<file path="src/rtl/irq_enc_pkg.sv">
package irq_enc_pkg;

    localparam int CRIT_N = 4;
    localparam int MAIN_N = 17;
    localparam int PERI_N = 32;
    localparam int CRIT_W = $clog2(CRIT_N);
    localparam int MAIN_W = 5;
    localparam int PERI_W = $clog2(PERI_N);

    // positions of internally driven sources
    localparam int CRIT_PERI_CODE = 2;
    localparam int MAIN_PERI_CODE = 4;
    localparam int PERI_DMA_SRC   = 0;

    // status word layout
    localparam int ST_CRIT_VLD = 10;
    localparam int ST_CRIT_LSB = 8;
    localparam int ST_MAIN_VLD = 21;
    localparam int ST_MAIN_LSB = 16;
    localparam int ST_PERI_VLD = 29;
    localparam int ST_PERI_LSB = 24;
    localparam logic [31:0] ST_USED = 32'h3F3F_0700;

    typedef enum logic [2:0] {
        SEL_CRIT_MASK = 3'd0,
        SEL_MAIN_MASK = 3'd1,
        SEL_PERI_MASK = 3'd2,
        SEL_DMA_MASK  = 3'd3,
        SEL_DMA_CLR   = 3'd4
    } reg_sel_e;

endpackage

</file>
<file path="src/rtl/irq_lowest_enc.sv">
module irq_lowest_enc #(
    parameter int N = 8,
    parameter int W = 3
) (
    input  logic [N-1:0] req,
    output logic         vld,
    output logic [W-1:0] idx
);
    always_comb begin
        idx = '0;
        for (int i = N - 1; i >= 0; i--) begin
            if (req[i]) begin
                idx = W'(i);
            end
        end
        vld = |req;
    end
endmodule

</file>
<file path="src/rtl/irq_mask_reg.sv">
module irq_mask_reg #(
    parameter int         W       = 8,
    parameter logic [2:0] SEL     = 3'd0,
    parameter bit         REVERSE = 1'b0
) (
    input  logic         clk,
    input  logic         rst_n,
    input  logic         wr_en,
    input  logic [2:0]   wr_addr,
    input  logic [W-1:0] wr_data,
    input  logic [W-1:0] src,
    output logic [W-1:0] en,
    output logic [W-1:0] mask_q
);
    always_ff @(posedge clk or negedge rst_n) begin
        if (!rst_n) begin
            mask_q <= '1;
        end else if (wr_en && (wr_addr == SEL)) begin
            mask_q <= wr_data;
        end
    end

    generate
        for (genvar n = 0; n < W; n++) begin : g_bit
            if (REVERSE) begin : g_rev
                assign en[n] = src[n] & ~mask_q[W-1-n];
            end else begin : g_fwd
                assign en[n] = src[n] & ~mask_q[n];
            end
        end
    endgenerate
endmodule

</file>
<file path="src/rtl/irq_dma_unit.sv">
module irq_dma_unit
    import irq_enc_pkg::*;
#(
    parameter int N = 32
) (
    input  logic         clk,
    input  logic         rst_n,
    input  logic         wr_en,
    input  logic [2:0]   wr_addr,
    input  logic [N-1:0] wr_data,
    input  logic [N-1:0] evt,
    output logic [N-1:0] pend_q,
    output logic [N-1:0] mask_q,
    output logic         any_req
);
    logic [N-1:0] clr_vec;
    logic [N-1:0] pend_nxt;

    always_comb begin
        clr_vec  = (wr_en && (wr_addr == SEL_DMA_CLR)) ? wr_data : '0;
        pend_nxt = (pend_q & ~clr_vec) | evt;
    end

    always_ff @(posedge clk or negedge rst_n) begin
        if (!rst_n) begin
            pend_q <= '0;
        end else begin
            pend_q <= pend_nxt;
        end
    end

    always_ff @(posedge clk or negedge rst_n) begin
        if (!rst_n) begin
            mask_q <= '1;
        end else if (wr_en && (wr_addr == SEL_DMA_MASK)) begin
            mask_q <= wr_data;
        end
    end

    assign any_req = |(pend_q & ~mask_q);
endmodule

</file>
<file path="src/rtl/irq_status_enc.sv">
module irq_status_enc
    import irq_enc_pkg::*;
#(
    parameter int          N_DMA       = 32,
    parameter logic [31:0] HI_PERI_SET = 32'h0000_0003
) (
    input  logic             clk,
    input  logic             rst_n,
    input  logic             wr_en,
    input  logic [2:0]       wr_addr,
    input  logic [31:0]      wr_data,
    input  logic [3:0]       crit_src,
    input  logic [16:0]      main_src,
    input  logic [31:0]      peri_src,
    input  logic [N_DMA-1:0] dma_evt,
    output logic [31:0]      status_word,
    output logic [N_DMA-1:0] dma_pending
);
    logic                dma_req;
    logic [N_DMA-1:0]    dma_mask;
    logic [PERI_N-1:0]   peri_raw, peri_en, peri_mask, peri_hi, peri_lo, peri_pick;
    logic [CRIT_N-1:0]   crit_raw, crit_en, crit_mask;
    logic [MAIN_N-1:0]   main_raw, main_en, main_mask;
    logic                crit_vld, main_vld, peri_vld;
    logic [CRIT_W-1:0]   crit_idx;
    logic [MAIN_W-1:0]   main_idx;
    logic [PERI_W-1:0]   peri_idx;

    irq_dma_unit #(.N(N_DMA)) u_dma (
        .clk     (clk),
        .rst_n   (rst_n),
        .wr_en   (wr_en),
        .wr_addr (wr_addr),
        .wr_data (wr_data[N_DMA-1:0]),
        .evt     (dma_evt),
        .pend_q  (dma_pending),
        .mask_q  (dma_mask),
        .any_req (dma_req)
    );

    always_comb begin
        peri_raw               = peri_src;
        peri_raw[PERI_DMA_SRC] = dma_req;
    end

    irq_mask_reg #(.W(PERI_N), .SEL(SEL_PERI_MASK), .REVERSE(1'b1)) u_peri_mask (
        .clk (clk), .rst_n (rst_n), .wr_en (wr_en), .wr_addr (wr_addr),
        .wr_data (wr_data[PERI_N-1:0]), .src (peri_raw), .en (peri_en),
        .mask_q (peri_mask)
    );

    always_comb begin
        peri_hi   = peri_en & HI_PERI_SET;
        peri_lo   = peri_en & ~HI_PERI_SET;
        peri_pick = (|peri_hi) ? peri_hi : peri_lo;
        crit_raw                 = crit_src;
        crit_raw[CRIT_PERI_CODE] = |peri_hi;
        main_raw                 = main_src;
        main_raw[MAIN_PERI_CODE] = |peri_lo;
    end

    irq_mask_reg #(.W(CRIT_N), .SEL(SEL_CRIT_MASK), .REVERSE(1'b0)) u_crit_mask (
        .clk (clk), .rst_n (rst_n), .wr_en (wr_en), .wr_addr (wr_addr),
        .wr_data (wr_data[CRIT_N-1:0]), .src (crit_raw), .en (crit_en),
        .mask_q (crit_mask)
    );

    irq_mask_reg #(.W(MAIN_N), .SEL(SEL_MAIN_MASK), .REVERSE(1'b1)) u_main_mask (
        .clk (clk), .rst_n (rst_n), .wr_en (wr_en), .wr_addr (wr_addr),
        .wr_data (wr_data[MAIN_N-1:0]), .src (main_raw), .en (main_en),
        .mask_q (main_mask)
    );

    irq_lowest_enc #(.N(CRIT_N), .W(CRIT_W)) u_crit_enc (
        .req (crit_en), .vld (crit_vld), .idx (crit_idx)
    );
    irq_lowest_enc #(.N(MAIN_N), .W(MAIN_W)) u_main_enc (
        .req (main_en), .vld (main_vld), .idx (main_idx)
    );
    irq_lowest_enc #(.N(PERI_N), .W(PERI_W)) u_peri_enc (
        .req (peri_pick), .vld (peri_vld), .idx (peri_idx)
    );

    always_comb begin
        status_word = '0;
        status_word[ST_CRIT_VLD] = crit_vld;
        status_word[ST_CRIT_LSB +: CRIT_W] = crit_idx;
        status_word[ST_MAIN_VLD] = main_vld;
        status_word[ST_MAIN_LSB +: MAIN_W] = main_idx;
        status_word[ST_PERI_VLD] = peri_vld;
        status_word[ST_PERI_LSB +: PERI_W] = peri_idx;
    end
endmodule

</file>
<file path="config.mk">
export PLATFORM = sky130hd
export DESIGN_NAME = irq_status_enc
export DESIGN_NICKNAME = d
export VERILOG_FILES = /design/src/rtl/irq_enc_pkg.sv /design/src/rtl/irq_lowest_enc.sv /design/src/rtl/irq_mask_reg.sv /design/src/rtl/irq_dma_unit.sv /design/src/rtl/irq_status_enc.sv
export SDC_FILE = /design/constraint.sdc
export NUM_CORES = 1
export LEC_CHECK = 0
export ABC_AREA = 1
export BUFFER_PORTS_ARGS = -buffer_cell sky130_fd_sc_hd__buf_2
export CAP_MARGIN = 20
export CORE_ASPECT_RATIO = 0.5
export CORE_MARGIN = 3
export CORE_UTILIZATION = 25
export CTS_CLUSTER_SIZE = 8
export DETAILED_ROUTE_END_ITERATION = 10
export PLACE_DENSITY_LB_ADDON = 0.15
export SLEW_MARGIN = 20
export SYNTH_ARGS = -nofsm -noshare
export SYNTH_HDL_FRONTEND = slang
export SYNTH_SLANG_ARGS = --single-unit
</file>
<file path="constraint.sdc">
create_clock -name clk -period 6.3 [get_ports clk]
set_input_delay 0.63 -clock clk [delete_from_list [all_inputs] [get_ports clk]]
set_output_delay 0.63 -clock clk [all_outputs]
set_load 0.05 [all_outputs]
</file>
==> summary.md, run 1 <==
| Metric | Value |
|---|---|
| Via count | `~5400` |
| Int Power | `~0.0017 W` |
| Vias in the first global route | `5279` |
| Cell row count | `39` |
| GRT overflow | `0` |
| Final instance area | `between 0.007 and 0.008 sq mm` |
| Maximum VDD drop | `roughly 0.00017 V` |
| Mapped Area | `0.006092 sq mm` |
| CTS sink cnt | `around 120` |
| Max-cap violation count | `0` |
| Post-CTS setup buffer count | `0` |
| Crit path arrival time | `approximately 3.6 ns` |
| Pwr Total | `about 0.0025 W` |
| Dpl hpwl | `about 14 mm` |
| Top area cells in the synthesized netlist | `dfstp_2 (37%), nand2_1 (16%), dfrtp_1 (13%)` |
| CTS Root Cell | `clkbuf_16` |
| Final RePlAce weighted congestion | `between 0.7 and 0.8` |
| CTS tree | `built` |
| ANT cells | `0` |
| Worst-Skew Late Latency | `0.41 ns` |
| Longest Clk Path Bufs | `2` |
| Highest Signal Layer | `met4` |
| Fin crit period | `roughly 4.2 ns` |
| I/O pin count | `roughly 190` |
| Syn Area/Cell | `around 7.3 sq um` |
| Clk_skew | `0 ns` |
| Ratio of cells with drive above 1 in the final layout | `between 20 and 30%` |
| Syn-to-layout area delta | `27.42%` |
| # hold bufs at CTS | `0` |
| Seq/Total Area, Yosys | `between 40% and 50%` |
| Psw | `a little under 0.0008 W` |
| Synth Warn # | `0` |
| Worst Setup Path Type | `flop to output pin` |
| Crit start category | `flop` |
| Reg2Reg Launch Point | `u_peri_mask.mask_q[1]` |
| Die H | `116.4 um` |
| R2R depth | `2` |
| Met1 Wirelength | `about 9 mm` |
| DRC Markers | `0` |
| FFs w/ async S/R, synth | `between 90% and 100%` |
| NumNets Final | `between 1000 and 1500` |
| Worst path required time | `5.67 ns` |
| Placement Cell Area | `0.007164 sq mm` |
| Least-Margin Pin Slew | `0.8578 ns` |
| H-tree Lvls | `4` |
| Setup WS pre-CTS | `between 2 and 3 ns` |
| Final setup violating endpoints | `0` |
| Detailed Route Iter0 Violations | `260` |
| CP max stage delay | `around 0.53 ns` |
| Final setup margin | `roughly 2.1 ns` |
| Critical path startpoint | `u_dma.mask_q[17]` |
| Yosys cell types | `30` |
| Port Buffer Count | `~170` |
| Final hold viol count | `0` |
| Area leader, netlist | `dfstp_2` |
| Switch share | `a little under a third` |
| First-pass GRT wire length | `about 28 mm` |
| Crit end category | `output pin` |
| Die ar. | `0.02639 sq mm` |
| Main synth FF type | `dfstp_2` |
| Tcrit/Tclk final | `66.47%` |
| Maximum fanout along the worst path | `26` |
| CTS buffer count | `17` |
| Most frequent cell after synthesis | `nand2_1` |
| Leak Pwr | `4.031 nW` |
| Logic pwr share | `20.8%` |
| PD cells | `between 300 and 400 mW/mm^2` |
| Clock power frac | `slightly below 40%` |
| Yosys top cell area share | `~37%` |
| Clock-pin slew on the worst setup and hold paths | `approximately 0.060 ns` |
| Vias/cell | `slightly above 4` |
| Top cells by count, synth | `nand2_1 (258), inv_1 (171), o21ai_0 (123)` |
| Initial Util | `26.06%` |
| Core Box Area | `roughly 0.023 sq mm` |
| Critical Path Slowest Stage Cell | `dfstp_2` |
| Mapped Cells | `831` |
| WL/cell | `13.74 um` |
| EDFF count, synth | `0` |
| Cell repeated most along the worst path | `nand2_1` |
| Drt pass-1 iters | `4` |
| Setup_tns | `0 ns` |
| CTS resizes | `0` |
| Initial antenna violation count | `0` |
| Pin count of the biggest net entering global routing | `66` |
| ANT nets after route | `0` |
| Total GRT Usage | `approximately 14%` |
| Chip Width | `about 230 um` |
| Slew margin rel. | `around 43%` |
| Met3 routed wirelength | `775 um` |
| RSZ-0062 raised after global routing | `false` |
| Pins Over Slew Limit | `0` |
| Register bit total from synthesis | `117` |
| Status | `complete, no violations` |
| Final wirelength | `18.08 mm` |
| Sequential Power Share | `between 30 and 40%` |
| Fmax | `between 200 and 250 MHz` |
| Hold Crit Class | `input port to asynchronous set/reset pin` |
| Met2 routed WL | `just over 8 mm` |
cells in the final DEF, fill, tap and decap left out, types with 2 or more instances in the layout:
| master | synthesis | final |
|---|---|---|
| clkinv_2 | 0 | 2 |
| o21bai_1 | 3 | 3 |
| nand3_1 | 13 | 12 |
| o211ai_1 | 2 | 2 |
| inv_2 | 2 | 2 |
| nand2_1 | 258 | 257 |
| nand4_1 | 5 | 5 |
| buf_4 | 20 | 5 |
| clkbuf_16 | 0 | 17 |
| a31oi_1 | 2 | 2 |
| dfrtp_1 | 32 | 32 |
| nor3_1 | 3 | 3 |
| nand2_2 | 2 | 2 |
| clkbuf_1 | 18 | 3 |
| inv_1 | 171 | 171 |
| conb_1 | 1 | 17 |
| clkinvlp_4 | 0 | 4 |
| dfstp_2 | 85 | 85 |
| clkinv_4 | 0 | 2 |
| o21ai_1 | 3 | 3 |
| bufinv_16 | 0 | 3 |
| nor2_1 | 67 | 67 |
| nor4_1 | 5 | 5 |
| o21ai_0 | 123 | 123 |
| a21oi_1 | 6 | 6 |
| buf_2 | 0 | 165 |
metrics by stage:
step / cells / hold slack, ns / utilization (%)
detailed placement: 1284 / 0.4823 / 30.65
floorplan: 847 / 0.3344 / -
finish: 1316 / 0.3337 / 33.21
global route: 1316 / 0.3820 / 33.21
CTS: 1316 / 0.3668 / 33.19
global placement: 1284 / 0.4780 / 30.65
power groups by stage:
stage / Sequential (W) / Combinational [W] / Clock [W]
after floorplan: 0.00100 / 0.000371 / 0
after global placement: 0.000999 / 0.000524 / 0
after detailed placement: 0.00100 / 0.000530 / 0
after CTS: 0.000992 / 0.000532 / 0.00102
after global routing: 0.00101 / 0.000605 / 0.00105
final: 0.000990 / 0.000523 / 0.000994
layout make-up:
cell class / count / area (sq um)
clock buffers: 20 / 436.7
clock inverters: 12 / 156.4
fillers: 2585 / 15610
inverters: 173 / 649.4
multi-input cells: 517 / 2238
flip-flops and latches: 117 / 3034
well taps: 307 / 384.1
repair buffers: 170 / 863.3
final timing paths:
check,endpoint,slack [ns]
worst min-delay path,u_dma.pend_q[29],0.33
min in group clk,u_dma.pend_q[2],0.40
worst max-delay path,status_word[24],2.11
worst min register to register,u_main_mask.mask_q[2],0.49
max in group asynchronous,u_dma.pend_q[5],4.73
worst max register to register,u_peri_mask.mask_q[1],5.52
registers in the layout (all words and copies together) (netlist names):
signal / cells
u_peri_mask.mask_q: 32
u_crit_mask.mask_q: 4
u_main_mask.mask_q: 17
u_dma.mask_q: 32
u_dma.pend_q: 32
worst max-delay path: cells and delay by family, from the launching register on:
kind	cells	cell delay, ns
and+or+nand+nor	27	2.00
DFF	1	0.53
buffers and inverters	3	0.40
AOI/OAI and AO/OA	1	0.19
metal layers:
metal	track usage, %	vias to the layer above
met5	0	-
met4	3.780	0
met3	2.988	11
met2	22.48	97
met1	19.89	2443
li1	-	2808
cell families after synthesis:
family / Yosys count / share of synthesized area, %
buffers and inverters: 213 / 14.64
AND/OR/NAND/NOR: 355 / 23.00
other: 1 / 0.06156
AO/OA/AOI/OAI: 145 / 12.49
flip-flops: 117 / 49.80
Note: power is estimated with default switching activity, not from simulation.
==> run 2: changes to the inputs <==
==> constraint.sdc (replaced) <==
create_clock -name clk -period 4.2 [get_ports clk]
set_input_delay 0.42 -clock clk [delete_from_list [all_inputs] [get_ports clk]]
set_output_delay 0.42 -clock clk [all_outputs]
set_load 0.05 [all_outputs]
==> summary.md, run 2 (same netlist as run 1, synthesis figures left out) <==
| Metric | Value |
|---|---|
| DRC Markers | `0` |
| Initial Util | `between 20% and 30%` |
| Final setup margin | `between 0.3 and 0.4 ns` |
| I/O pin count | `around 190` |
| Filler instances | `roughly 2600` |
| # hold bufs at CTS | `0` |
| WL/cell | `around 14 um` |
| Longest Clk Path Bufs | `2` |
| Vias/cell | `4.148` |
| First-pass GRT wire length | `roughly 29 mm` |
| Vias in the first global route | `approximately 5300` |
| RSZ-0062 raised after global routing | `false` |
| Clk_skew | `0 ns` |
| CTS sink cnt | `approximately 120` |
| CP max stage delay | `between 0.5 and 0.6 ns` |
| ANT cells | `0` |
| Initial antenna violation count | `0` |
| Chip Width | `between 200 and 250 um` |
| Clock-pin slew on the worst setup and hold paths | `roughly 0.05 ns` |
| CTS Root Cell | `clkbuf_16` |
| Hold Crit Class | `input port to asynchronous set/reset pin` |
| Via count | `around 5500` |
| Least-Margin Pin Slew | `~0.84 ns` |
| Tcrit/Tclk final | `approximately nine tenths` |
| Most common cell after layout, fill and taps aside | `nand2_1` |
| Max-cap violation count | `0` |
| Logic pwr share | `between 20% and 30%` |
| Clock power frac | `around 39%` |
| Reg area | `0.003034 sq mm` |
| Syn-to-layout area delta | `27.40%` |
| Buf+Inv Stages, Crit Path | `3` |
| Non-filler instance count after layout | `around 1300` |
| Maximum fanout along the worst path | `13` |
| Int Power | `around 0.0025 W` |
| ANT nets after route | `0` |
| Largest regs | `u_dma.mask_q x32, u_dma.pend_q x32, u_peri_mask.mask_q x32` |
| Port Buffer Count | `around 170` |
| CTS resizes | `0` |
| Slew margin rel. | `44.19%` |
| Cell row count | `39` |
| Drt pass-1 iters | `5` |
| Crit path arrival time | `3.40 ns` |
| Maximum VDD drop | `around 0.00026 V` |
| Status | `complete, no violations` |
| Worst path required time | `3.78 ns` |
| Placed cells | `~1300` |
| Setup_tns | `0 ns` |
| Setup WS pre-CTS | `~0.67 ns` |
| GRT overflow | `0` |
| Reg2Reg Launch Point | `u_peri_mask.mask_q[9]` |
| Critical path startpoint | `u_dma.mask_q[16]` |
| Multi-input logic area | `approximately 0.0022 sq mm` |
| Critical Path Slowest Stage Cell | `dfstp_2` |
| Final hold viol count | `0` |
| Worst Setup Path Type | `flop to output pin` |
| Cell repeated most along the worst path | `nand2_1` |
| Commonest cells after routing, fill and taps aside | `nand2_1 (257), inv_1 (171), buf_2 (164), o21ai_0 (123), dfstp_2 (85)` |
| Total GRT Usage | `14.28%` |
| CTS buffer count | `17` |
| Ratio of cells with drive above 1 in the final layout | `28.98%` |
| R2R depth | `2` |
| Switch share | `a little under a third` |
| Leak Pwr | `around 4.0 nW` |
| NumNets Final | `between 1000 and 1500` |
| Fmax | `between 200 and 300 MHz` |
| Pins Over Slew Limit | `0` |
| Pwr Total | `0.003708 W` |
| Detailed Route Iter0 Violations | `between 200 and 300` |
| Final core utilization | `33.20%` |
| Psw | `roughly 0.0012 W` |
| CTS tree | `built` |
| Die H | `about 120 um` |
| Die ar. | `0.02639 sq mm` |
| Crit end category | `output pin` |
| H-tree Lvls | `4` |
| Final wirelength | `about 18 mm` |
| Dpl hpwl | `around 14 mm` |
| Worst-Skew Late Latency | `0.41 ns` |
| Delay-heaviest family, CP | `simple AND/OR/NAND/NOR gates` |
| Sequential Power Share | `about 40%` |
| Final RePlAce weighted congestion | `0.7758` |
| Fin crit period | `approximately 3.8 ns` |
| Pin count of the biggest net entering global routing | `65` |
| Crit start category | `flop` |
| Core Box Area | `approximately 0.023 sq mm` |
| Final setup violating endpoints | `0` |
| Worst path depth | `31` |
| Post-CTS setup buffer count | `0` |
| PD cells | `477.8 mW/mm^2` |
==> run 2: cell types whose count changed in the layout (fill, tap and decap cells not counted), sizes merged <==
cell and delta:
bufinv -1, inv -1, clkinvlp -3, nor2 +1, clkbuf +3, clkinv +3
==> run 2: per-layer routing <==
layer | vias up | routed length [um] | global-route usage [%] | share of wire, %
met5 | - | 0 | 0 | 0
met4 | 0 | 135 | 2.772 | 0.73
met3 | 10 | 795 | 3.340 | 4.3
met2 | 110 | 8346 | 23.22 | 45
met1 | 2518 | 9159 | 19.64 | 50
li1 | 2829 | - | - | -
==> run 2: worst paths after layout <==
| kind | to | slack (ns) |
|---|---|---|
| worst max-delay path | status_word[24] | 0.38 |
| worst min-delay path | u_dma.pend_q[28] | 0.08 |
| worst max register to register | u_peri_mask.mask_q[9] | 3.42 |
| worst min register to register | u_dma.mask_q[15] | 0.49 |
| max in group asynchronous | u_dma.mask_q[8] | 3.10 |
| min in group clk | u_dma.pend_q[13] | 0.18 |
==> run 2: final cells by class <==
| cell class | instances | area share [%] |
|---|---|---|
| flip-flops and latches | 117 | 39.09 |
| multi-input cells | 518 | 28.99 |
| repair buffers | 171 | 11.25 |
| inverters | 173 | 8.367 |
| clock buffers | 22 | 5.981 |
| well taps | 307 | 4.949 |
| clock inverters | 10 | 1.370 |
==> run 2: power groups by stage <==
stage / Combinational, W / Clock, W / Sequential (W)
6_report: 0.000791 / 0.00143 / 0.00149
2_1_floorplan: 0.000556 / 0 / 0.00150
5_1_grt: 0.000912 / 0.00153 / 0.00151
3_3_place_gp: 0.000788 / 0 / 0.00150
3_5_place_dp: 0.000795 / 0 / 0.00150
4_1_cts: 0.000799 / 0.00148 / 0.00149
==> run 2: stage by stage <==
step	instance area [sq um]	hold slack, ns
5_1_grt	7761	0.1534
6_report	7761	0.08320
2_1_floorplan	6152	0.1244
4_1_cts	7742	0.1260
3_3_place_gp	7172	0.4784
3_5_place_dp	7172	0.4821
